`config.mk`:
```
export PLATFORM = sky130hd
export DESIGN_NAME = lpi_base_regs
export DESIGN_NICKNAME = d
export VERILOG_FILES = /design/src/rtl/lpi_base_pkg.sv /design/src/rtl/lpi_base_slot.sv /design/src/rtl/lpi_enable_ctl.sv /design/src/rtl/lpi_base_regs.sv
export SDC_FILE = /design/constraint.sdc
export NUM_CORES = 1
export LEC_CHECK = 0
export BUFFER_PORTS_ARGS = -buffer_cell sky130_fd_sc_hd__buf_2
export CAP_MARGIN = 20
export CORE_MARGIN = 8
export CORE_UTILIZATION = 49
export DETAILED_ROUTE_END_ITERATION = 10
export PLACE_DENSITY = 0.82
export SLEW_MARGIN = 20
export SYNTH_ARGS = -nofsm -noshare
export SYNTH_HDL_FRONTEND = slang
export SYNTH_SLANG_ARGS = --single-unit
export TNS_END_PERCENT = 50
```
`constraint.sdc`:
```
create_clock -name clk -period 2.33 [get_ports clk]
set_input_delay 0.466 -clock clk [delete_from_list [all_inputs] [get_ports clk]]
set_output_delay 0.466 -clock clk [all_outputs]
set_load 0.05 [all_outputs]
```
`src/rtl/lpi_base_pkg.sv`:
```
package lpi_base_pkg;
   localparam int unsigned REG_W = 64;

   localparam logic [1:0] SH_INNER = 2'd1;
   localparam logic [1:0] SH_OUTER = 2'd2;
   localparam logic [2:0] CA_DEV   = 3'd0;
   localparam logic [2:0] CA_NC    = 3'd1;
   localparam logic [2:0] CA_WB    = 3'd3;

   // reserved-zero masks
   localparam logic [REG_W-1:0] PROP_RES0 = 64'hF8F0_0000_0000_0060;
   localparam logic [REG_W-1:0] PEND_RES0 = 64'hB8F0_0000_0000_F07F;

   function automatic logic [REG_W-1:0] clean_attr(input logic [REG_W-1:0] v,
                                                   input logic [REG_W-1:0] res0);
      logic [REG_W-1:0] r;
      r = v;
      if (r[11:10] == SH_OUTER) r[11:10] = SH_INNER;
      if (r[9:7] == CA_DEV || r[9:7] == CA_NC) r[9:7] = CA_WB;
      if (!(r[58:56] == CA_DEV || r[58:56] == CA_NC)) r[58:56] = CA_NC;
      return r & ~res0;
   endfunction
endpackage

```
`src/rtl/lpi_base_slot.sv`:
```
module lpi_base_slot
   import lpi_base_pkg::*;
#(
   parameter bit IS_PEND = 1'b0
) (
   input  logic             clk,
   input  logic             rst_n,
   input  logic             hit,
   input  logic             locked,
   input  logic             size64,
   input  logic             hi_half,
   input  logic [REG_W-1:0] wdata,
   output logic [REG_W-1:0] value
);
   localparam logic [REG_W-1:0] RES0 = IS_PEND ? PEND_RES0 : PROP_RES0;
   localparam int unsigned HALF = REG_W / 2;

   logic [REG_W-1:0] merged;
   logic [REG_W-1:0] cleaned;

   always_comb begin
      if (size64)       merged = wdata;
      else if (hi_half) merged = {wdata[HALF-1:0], value[HALF-1:0]};
      else              merged = {value[REG_W-1:HALF], wdata[HALF-1:0]};
      cleaned = clean_attr(merged, RES0);
   end

   always_ff @(posedge clk) begin
      if (!rst_n)              value <= '0;
      else if (hit && !locked) value <= cleaned;
   end
endmodule

```
`src/rtl/lpi_enable_ctl.sv`:
```
module lpi_enable_ctl #(
   parameter bit LPI_PRESENT = 1'b1
) (
   input  logic clk,
   input  logic rst_n,
   input  logic load,
   input  logic new_bit,
   output logic en,
   output logic flush_p,
   output logic enable_p
);
   generate
      if (LPI_PRESENT) begin : g_live
         always_ff @(posedge clk) begin
            if (!rst_n) begin
               en       <= 1'b0;
               flush_p  <= 1'b0;
               enable_p <= 1'b0;
            end else begin
               flush_p  <= 1'b0;
               enable_p <= 1'b0;
               if (load) begin
                  en       <= new_bit;
                  flush_p  <= en & ~new_bit;
                  enable_p <= ~en & new_bit;
               end
            end
         end
      end else begin : g_absent
         logic unused_in;
         assign unused_in = &{1'b0, clk, rst_n, load, new_bit};
         assign en       = 1'b0;
         assign flush_p  = 1'b0;
         assign enable_p = 1'b0;
      end
   endgenerate
endmodule

```
`src/rtl/lpi_base_regs.sv`:
```
module lpi_base_regs
   import lpi_base_pkg::*;
#(
   parameter int unsigned ADDR_W      = 5,
   parameter int unsigned CTRL_OFF    = 'h00,
   parameter int unsigned PROP_OFF    = 'h08,
   parameter int unsigned PEND_OFF    = 'h10,
   parameter bit          LPI_PRESENT = 1'b1
) (
   input  logic              clk,
   input  logic              rst_n,
   input  logic              wr_en,
   input  logic              size64,
   input  logic [ADDR_W-1:0] addr,
   input  logic [63:0]       wdata,
   output logic [63:0]       rdata,
   output logic [63:0]       prop_base,
   output logic [63:0]       pend_base,
   output logic              lpi_en,
   output logic              flush_pulse,
   output logic              enable_pulse
);
   localparam int unsigned WA_W = ADDR_W - 3;
   localparam int unsigned NSLOT = 2;
   localparam logic [WA_W-1:0] CTRL_WA = WA_W'(CTRL_OFF >> 3);
   localparam logic [WA_W-1:0] PROP_WA = WA_W'(PROP_OFF >> 3);
   localparam logic [WA_W-1:0] PEND_WA = WA_W'(PEND_OFF >> 3);

   generate
      if (ADDR_W < 4) begin : g_bad_aw
         $error("ADDR_W too small for three 8-byte registers");
      end
      if ((CTRL_OFF % 8) != 0 || (PROP_OFF % 8) != 0 || (PEND_OFF % 8) != 0) begin : g_bad_align
         $error("register offsets must be 8-byte aligned");
      end
      if (CTRL_OFF == PROP_OFF || CTRL_OFF == PEND_OFF || PROP_OFF == PEND_OFF) begin : g_bad_overlap
         $error("register offsets must differ");
      end
      if (PROP_OFF >= (1 << ADDR_W) || PEND_OFF >= (1 << ADDR_W) || CTRL_OFF >= (1 << ADDR_W)) begin : g_bad_range
         $error("register offset outside address space");
      end
   endgenerate

   logic [WA_W-1:0] wa;
   logic [63:0]     slot_val [NSLOT];
   logic [NSLOT-1:0] slot_hit;
   assign wa = addr[ADDR_W-1:3];
   assign slot_hit[0] = wr_en && (wa == PROP_WA);
   assign slot_hit[1] = wr_en && (wa == PEND_WA);

   genvar gi;
   generate
      for (gi = 0; gi < NSLOT; gi++) begin : g_slot
         lpi_base_slot #(.IS_PEND(gi == 1)) u_slot (
            .clk     (clk),
            .rst_n   (rst_n),
            .hit     (slot_hit[gi]),
            .locked  (lpi_en),
            .size64  (size64),
            .hi_half (addr[2]),
            .wdata   (wdata),
            .value   (slot_val[gi])
         );
      end
   endgenerate

   assign prop_base = slot_val[0];
   assign pend_base = slot_val[1];

   logic ctrl_load;
   assign ctrl_load = wr_en && (wa == CTRL_WA) && (size64 || !addr[2]);

   lpi_enable_ctl #(.LPI_PRESENT(LPI_PRESENT)) u_en (
      .clk      (clk),
      .rst_n    (rst_n),
      .load     (ctrl_load),
      .new_bit  (wdata[0]),
      .en       (lpi_en),
      .flush_p  (flush_pulse),
      .enable_p (enable_pulse)
   );

   logic [63:0] sel;
   logic [63:0] shifted;
   always_comb begin
      if (wa == PROP_WA)      sel = slot_val[0];
      else if (wa == PEND_WA) sel = slot_val[1];
      else if (wa == CTRL_WA) sel = {63'd0, lpi_en};
      else                    sel = '0;
      shifted = sel >> {addr[2:0], 3'b000};
      rdata   = size64 ? shifted : {32'd0, shifted[31:0]};
   end
endmodule

```
==> results of run 1 <==
-- worst min path at each step --
stage / end / slack, ns / depth (start not counted)
2_1_floorplan: u_en.flush_p / 0.54 / 1
3_3_place_gp: g_slot[1].u_slot.value[29] / 0.46 / 2
3_5_place_dp: g_slot[1].u_slot.value[23] / 0.47 / 2
4_1_cts: g_slot[1].u_slot.value[27] / 0.35 / 3
5_1_grt: u_en.flush_p / 0.36 / 2
6_report: g_slot[1].u_slot.value[27] / 0.35 / 3
-- synthesized netlist by cell type (all sizes together), types with 6 or more instances --
master,count,share of area [%]
a211oi,9,1.1
a21boi,47,5.6
a21oi,13,1.0
a221oi,9,1.2
a22oi,54,6.4
and2,6,0.59
and3b,7,0.97
buf,66,6.9
clkbuf,38,2.3
dfxtp,101,32
mux2,7,1.2
mux2i,8,1.3
mux4,26,9.3
nand2,150,8.9
nand3,7,0.55
nand3b,10,1.2
nor2,40,2.4
o211a,41,6.5
o21ai,16,1.3
o22ai,10,0.99
-- layout make-up --
cell class | instances | share of cell area, %
repair buffers | 328 | 26.7
clock buffers | 13 | 2.70
inverters | 6 | 0.233
multi-input cells | 559 | 46.5
well taps | 172 | 2.23
flip-flops and latches | 101 | 20.9
clock inverters | 3 | 0.700
-- registers in the layout (all words and copies together), names as in the netlist --
name / flops
u_en.enable_p: 1
u_en.flush_p: 1
g_slot.u_slot.value: 98
u_en.en: 1
-- cells by family (layout without fill, tap and decap cells) --
kind of cell / after synthesis / after routing / share of synthesized area [%]
AO/OA/AOI/OAI: 237 / 237 / 29.2
buffers and inverters: 110 / 350 / 9.52
flip-flops: 101 / 101 / 32.0
multiplexers: 41 / 41 / 11.8
other: 1 / 37 / 0.0593
AND/OR/NAND/NOR: 244 / 244 / 17.4
-- power groups by stage --
stage | registers (mW) | logic [mW] | clock network [mW]
2_1_floorplan | 2.09 | 0.691 | 0
3_3_place_gp | 1.89 | 1.21 | 0
3_5_place_dp | 1.89 | 1.22 | 0
4_1_cts | 1.86 | 1.32 | 1.66
5_1_grt | 1.87 | 1.44 | 1.75
6_report | 1.86 | 1.39 | 1.67
-- metrics by stage --
| step | cell area, um2 | setup slack, ns | hold slack (ns) |
|---|---|---|---|
| finish | 9660 | -0.320 | 0.352 |
| global route | 9660 | -0.323 | 0.362 |
| CTS | 9440 | -0.242 | 0.351 |
| detailed placement | 8420 | -0.417 | 0.470 |
| global placement | 8420 | -0.385 | 0.463 |
| floorplan | 6840 | -0.261 | 0.542 |
-- worst max-delay path, stage by stage --
cell and delay, ns:
buf_8 0.11, and2b_4 0.35, buf_12 0.21, a22oi_2 0.09
mux4_2 0.56, mux2i_4 0.20, buf_6 0.19
-- layout by cell type, fill, tap and decap left out, types with 10 or more instances in the layout --
cell	instances
buf_6	36
nand2_1	150
o21ai_0	15
buf_4	84
conb_1	37
buf_12	17
nor2_4	13
buf_8	15
nor2_1	21
a22oi_2	31
nand3b_1	10
a22oi_1	23
clkbuf_16	11
mux4_2	26
a21boi_0	39
o211a_1	41
buf_2	169
dfxtp_1	101
-- routing by layer --
layer  track usage [%]  vias to the layer above  share of wire [%]
li1                  -                     3193                  -
met1              37.2                     3599                 35
met2              55.4                      593                 48
met3              8.22                      158                 11
met4              18.0                        4                6.6
met5                 0                        -              0.092
-- repair_timing --
action,4_1_cts,5_1_grt
setup endpoints to repair,48,52
setup buffers,5,3
pin swaps,12,19
gates cloned,3,2
gates resized for setup,155,40
==> metrics.md, run 1 <==
| Metric | Value |
|---|---|
| Worst setup path startpoint | `addr[4]` |
| Initial antenna violation count | `2` |
| Hold/Removal Path Class | `in2reg` |
| Starting density of the core | `50.1%` |
| Critical Path AT | `2.18 ns` |
| Post-DR vias/cell | `6.38` |
| Fin nets | `1078` |
| CP Capture Type | `output port` |
| Slew Viols, Final | `0` |
| Area of the mapped netlist | `0.00632 mm2` |
| Pwr per Cell Area | `509 mW/mm2` |
| Die Height | `130 um` |
| DIE AREA | `0.0168 mm2` |
| Mapped Cells | `734` |
| Final HPWL DP | `20500 um` |
| WS Path Type | `in2out` |
| Setup tns final | `-8.11 ns` |
| FF+latch area | `0.00202 mm2` |
| RR Endpoint | `g_slot[0].u_slot.value[23]` |
| EDFF count, synth | `0` |
| Max Fclk | `0.377 GHz` |
| Fin. Hold Viols | `0` |
| RSZ-0062 raised after global routing | `true` |
| Area grow syn2layout | `52.7%` |
| Tot GR Track Use | `32.8%` |
| Ys async rst share | `0%` |
| Final Core Density | `76.5%` |
| Worst-Skew Late Latency | `0.36 ns` |
| Vias post-DR | `7547` |
| Htree depth | `3` |
| Initial drt markers | `904` |
| Finish-stage setup viols | `45` |
| Worst endpoint required time | `1.86 ns` |
| Final worst slack | `-0.320 ns` |
| Worst-path clk slew | `0.07 ns` |
| Initial DRT Pass Iterations | `5` |
| Syn avg cell area | `8.61 um2` |
| Synth cell types | `56` |
| Final worst path period need | `2.65 ns` |
| CTS tree | `done` |
| Worst Setup EP | `rdata[2]` |
| Die Wd | `130 um` |
| Clk buf depth | `2` |
| Reg2Reg Depth | `6` |
| Clock Skew | `0.00865 ns` |
| Leakage power | `4.37 nW` |
| Placed Cells | `1155` |
| Num CTS Buffers | `9` |
| Routed len/inst | `24.8 um` |
| Clock root cell | `clkbuf_16` |
| Power share of the clock group | `33.9%` |
| Vias in the first global route | `7287` |
| GR Overflow Total | `0` |
| Yosys reg bits | `101` |
| Failing checks | `setup timing` |
| First-pass GRT wire length | `41900 um` |
| IO Count | `268` |
| Max_cap viols | `0` |
| Top_reg_cell synth | `dfxtp_1` |
| Pin count of the biggest net entering global routing | `46` |
| Critical path launch point type | `input port` |
| Total wire length | `29300 um` |
| Std cell rows | `41` |
| Period utilisation layout | `114%` |
| DRT antenna net count | `0` |
| Sw Ratio | `34.0%` |
| Part of the power in registers | `37.8%` |
| Peak supply drop | `0.486 mV` |
| Clock Sinks | `101` |
| CTS Hold Bufs | `0` |
| Ant. Diodes | `0` |
| Ys Warns | `0` |
| Layout cell share with drive strength beyond 1 | `46.7%` |
| Seq/Total Area, Yosys | `32.0%` |
| R2R setup slack | `0.63 ns` |
| Fillers | `866` |
| DR DRC count | `0` |
| Total core area | `0.0126 mm2` |
| FF-to-FF Start | `u_en.en` |
| Port Buf Inserts | `222` |
| Comb pwr share | `28.3%` |
| Int Pwr | `3.25 mW` |
| Design Power | `4.92 mW` |
| Net switching power | `1.67 mW` |
| Area occupied by multi-input gates | `0.00449 mm2` |
| Status | `finished with violations` |
| Placer Congestion | `0.965` |
| Slew margin rel. | `63.0%` |
| Hold path start | `wdata[27]` |
| Non-Filler Instances | `1182` |
| Worst-Margin Slew | `0.555 ns` |
| Crit-path max FO | `23` |
Note: power is estimated with default switching activity, not from simulation.
==> inputs of run 2 (changes only) <==
- BUFFER_PORTS_ARGS: -buffer_cell sky130_fd_sc_hd__buf_2 -> -buffer_cell sky130_fd_sc_hd__buf_4
==> metrics.md, run 2 (same netlist as run 1, synthesis figures left out) <==
| Metric | Value |
|---|---|
| DRT antenna net count | `0 (unchanged)` |
| Max_cap viols | `0 (unchanged)` |
| GR Overflow Total | `0 (unchanged)` |
| Std cell rows | `41 (unchanged)` |
| Initial DRT Pass Iterations | `6 (+1)` |
| Pwr per Cell Area | `490 mW/mm2 (-3.7%)` |
| Port Buf Inserts | `222 (unchanged)` |
| Initial antenna violation count | `0 (-2)` |
| DR DRC count | `0 (unchanged)` |
| Num CTS Buffers | `9 (unchanged)` |
| Finish-stage setup viols | `48 (+6.7%)` |
| Cell area after layout | `0.00990 mm2 (+2.5%)` |
| Clk buf depth | `2 (unchanged)` |
| Clock root cell | `clkbuf_16` |
| IO Count | `268 (unchanged)` |
| Tot GR Track Use | `32.7% (-0.060 points)` |
| Slew Viols, Final | `0 (unchanged)` |
| Htree depth | `3 (unchanged)` |
| Vias in the first global route | `7363 (+1.0%)` |
| Period utilisation layout | `116% (+1.8 points)` |
| Critical path launch point type | `input port` |
| Final worst slack | `-0.363 ns (-0.0430 ns)` |
| Post-DR vias/cell | `6.36 (-0.46%)` |
| CTS tree | `done` |
| Area occupied by multi-input gates | `0.00443 mm2 (-1.5%)` |
| Max FFs per register | `98 (unchanged)` |
| Routed len/inst | `24.4 um (-1.4%)` |
| Fin. Hold Viols | `0 (unchanged)` |
| Post-DP Area | `0.00891 mm2 (+5.8%)` |
| RSZ-0062 raised after global routing | `true` |
| CP Capture Type | `output port` |
| Fillers | `799 (-7.7%)` |
| WS Path Type | `in2out` |
| Starting density of the core | `50.1% (unchanged)` |
| Final worst path period need | `2.69 ns (+0.0430 ns)` |
| DIE AREA | `0.0168 mm2 (unchanged)` |
| Failing checks | `setup timing` |
| Critical Path AT | `2.23 ns (+0.05 ns)` |
| Pin count of the biggest net entering global routing | `53 (+15%)` |
| Worst-Margin Slew | `0.764 ns (+0.209 ns)` |
| Worst endpoint required time | `1.86 ns (about the same)` |
| Biggest register | `g_slot.u_slot.value` |
| Area grow syn2layout | `56.5%` |
| Clock Skew | `0.00723 ns (-0.00143 ns)` |
| Max Fclk | `0.371 GHz (-1.6%)` |
| Vias post-DR | `7487 (-0.80%)` |
| Final HPWL DP | `20600 um (+0.47%)` |
| Fin nets | `1075 (-0.28%)` |
| Initial drt markers | `1121 (+24%)` |
| Placer Congestion | `0.986 (+2.1%)` |
| Total core area | `0.0126 mm2 (unchanged)` |
| Non-Filler Instances | `1178 (-0.34%)` |
| Ant. Diodes | `0 (unchanged)` |
| Slew margin rel. | `49.0% (-14 points)` |
| Leakage power | `4.35 nW (-0.50%)` |
| Total wire length | `28800 um (-1.8%)` |
| First-pass GRT wire length | `41900 um (about the same)` |
| Status | `finished with violations` |
| Hold/Removal Path Class | `in2reg` |
| Hold Crit Depth | `2 (-1)` |
| Clock Sinks | `101 (unchanged)` |
| R2R setup slack | `0.45 ns (-0.18 ns)` |
| Peak supply drop | `0.408 mV (-16%)` |
| Die Wd | `130 um (unchanged)` |
| Placed Cells | `1147 (-0.69%)` |
| Layout cell share with drive strength beyond 1 | `45.8% (-0.91 points)` |
| Worst-Skew Late Latency | `0.36 ns (about the same)` |
| Crit-path max FO | `7 (-70%)` |
| Worst-path clk slew | `0.06 ns (about the same)` |
| Commonest cells after routing, fill and taps aside | `buf_4, nand2_1, dfxtp_1` |
| FF+latch area | `0.00202 mm2 (unchanged)` |
| Die Height | `130 um (unchanged)` |
| Leading cell type in the layout, fill and taps excluded | `buf_4` |
| Reg2Reg Depth | `5 (-1)` |
run 2: changes by cell type in the layout (fill, tap and decap cells not counted), sizes merged:
cell,change
and2b,+1
inv,+1
buf,-1
clkinvlp,-1
clkbuf,-5
bufbuf,+1
bufinv,-1
clkinv,+1
run 2: metrics by stage:
step	power, mW	hold WS [ns]	worst slack, ns	utilization (%)	TNS [ns]
4_1_cts	4.81	0.309	-0.315	77.3	-8.98
3_3_place_gp	3.18	0.471	-0.378	70.6	-13.02
5_1_grt	5.00	0.309	-0.403	78.4	-12.73
2_1_floorplan	2.78	0.542	-0.261	-	-6.27
3_5_place_dp	3.19	0.474	-0.401	70.6	-13.94
6_report	4.85	0.318	-0.363	78.4	-10.36
run 2: final cells by class:
class	instances	area share, %
multi-input cells	560	44.7
inverters	6	0.228
well taps	172	2.17
repair buffers	324	29.4
clock inverters	3	0.442
clock buffers	12	2.59
flip-flops and latches	101	20.4
run 2: path summary, 6_finish.rpt:
path                                    from                    endpoint
setup / recovery                     addr[3]                    rdata[0]
hold / removal                      wdata[0]                u_en.flush_p
setup reg to reg                     u_en.en  g_slot[0].u_slot.value[24]
hold reg to reg   g_slot[1].u_slot.value[29]  g_slot[1].u_slot.value[29]
run 2: critical path, stage by stage:
cell and delay (ns):
buf_8 0.11, buf_12 0.11, nor2b_4 0.19, buf_6 0.17
buf_12 0.13, a22oi_1 0.17, buf_4 0.19, o211ai_1 0.29
a2bb2oi_4 0.20, buf_6 0.18
run 2: report_power, final:
part,internal [mW],switching (mW),total (mW)
logic,0.506,0.918,1.42
registers,1.79,0.0758,1.86
clock network,0.889,0.677,1.57
run 2: timing repair:
item	CTS	global route
pin swaps	14	19
resized for setup	102	26
hold buffers	0	0
setup buffers	10	4
cloned	4	1
endpoints found under the setup margin	52	56
run 2: routing by layer:
layer | wire, um | share of wire, % | up-vias | GRT usage [%]
li1 | - | - | 3179 | -
met1 | 9870 | 34 | 3582 | 36.3
met2 | 13700 | 47 | 580 | 53.9
met3 | 3270 | 11 | 146 | 8.42
met4 | 1990 | 6.9 | 0 | 23.2
met5 | 0 | 0 | - | 0
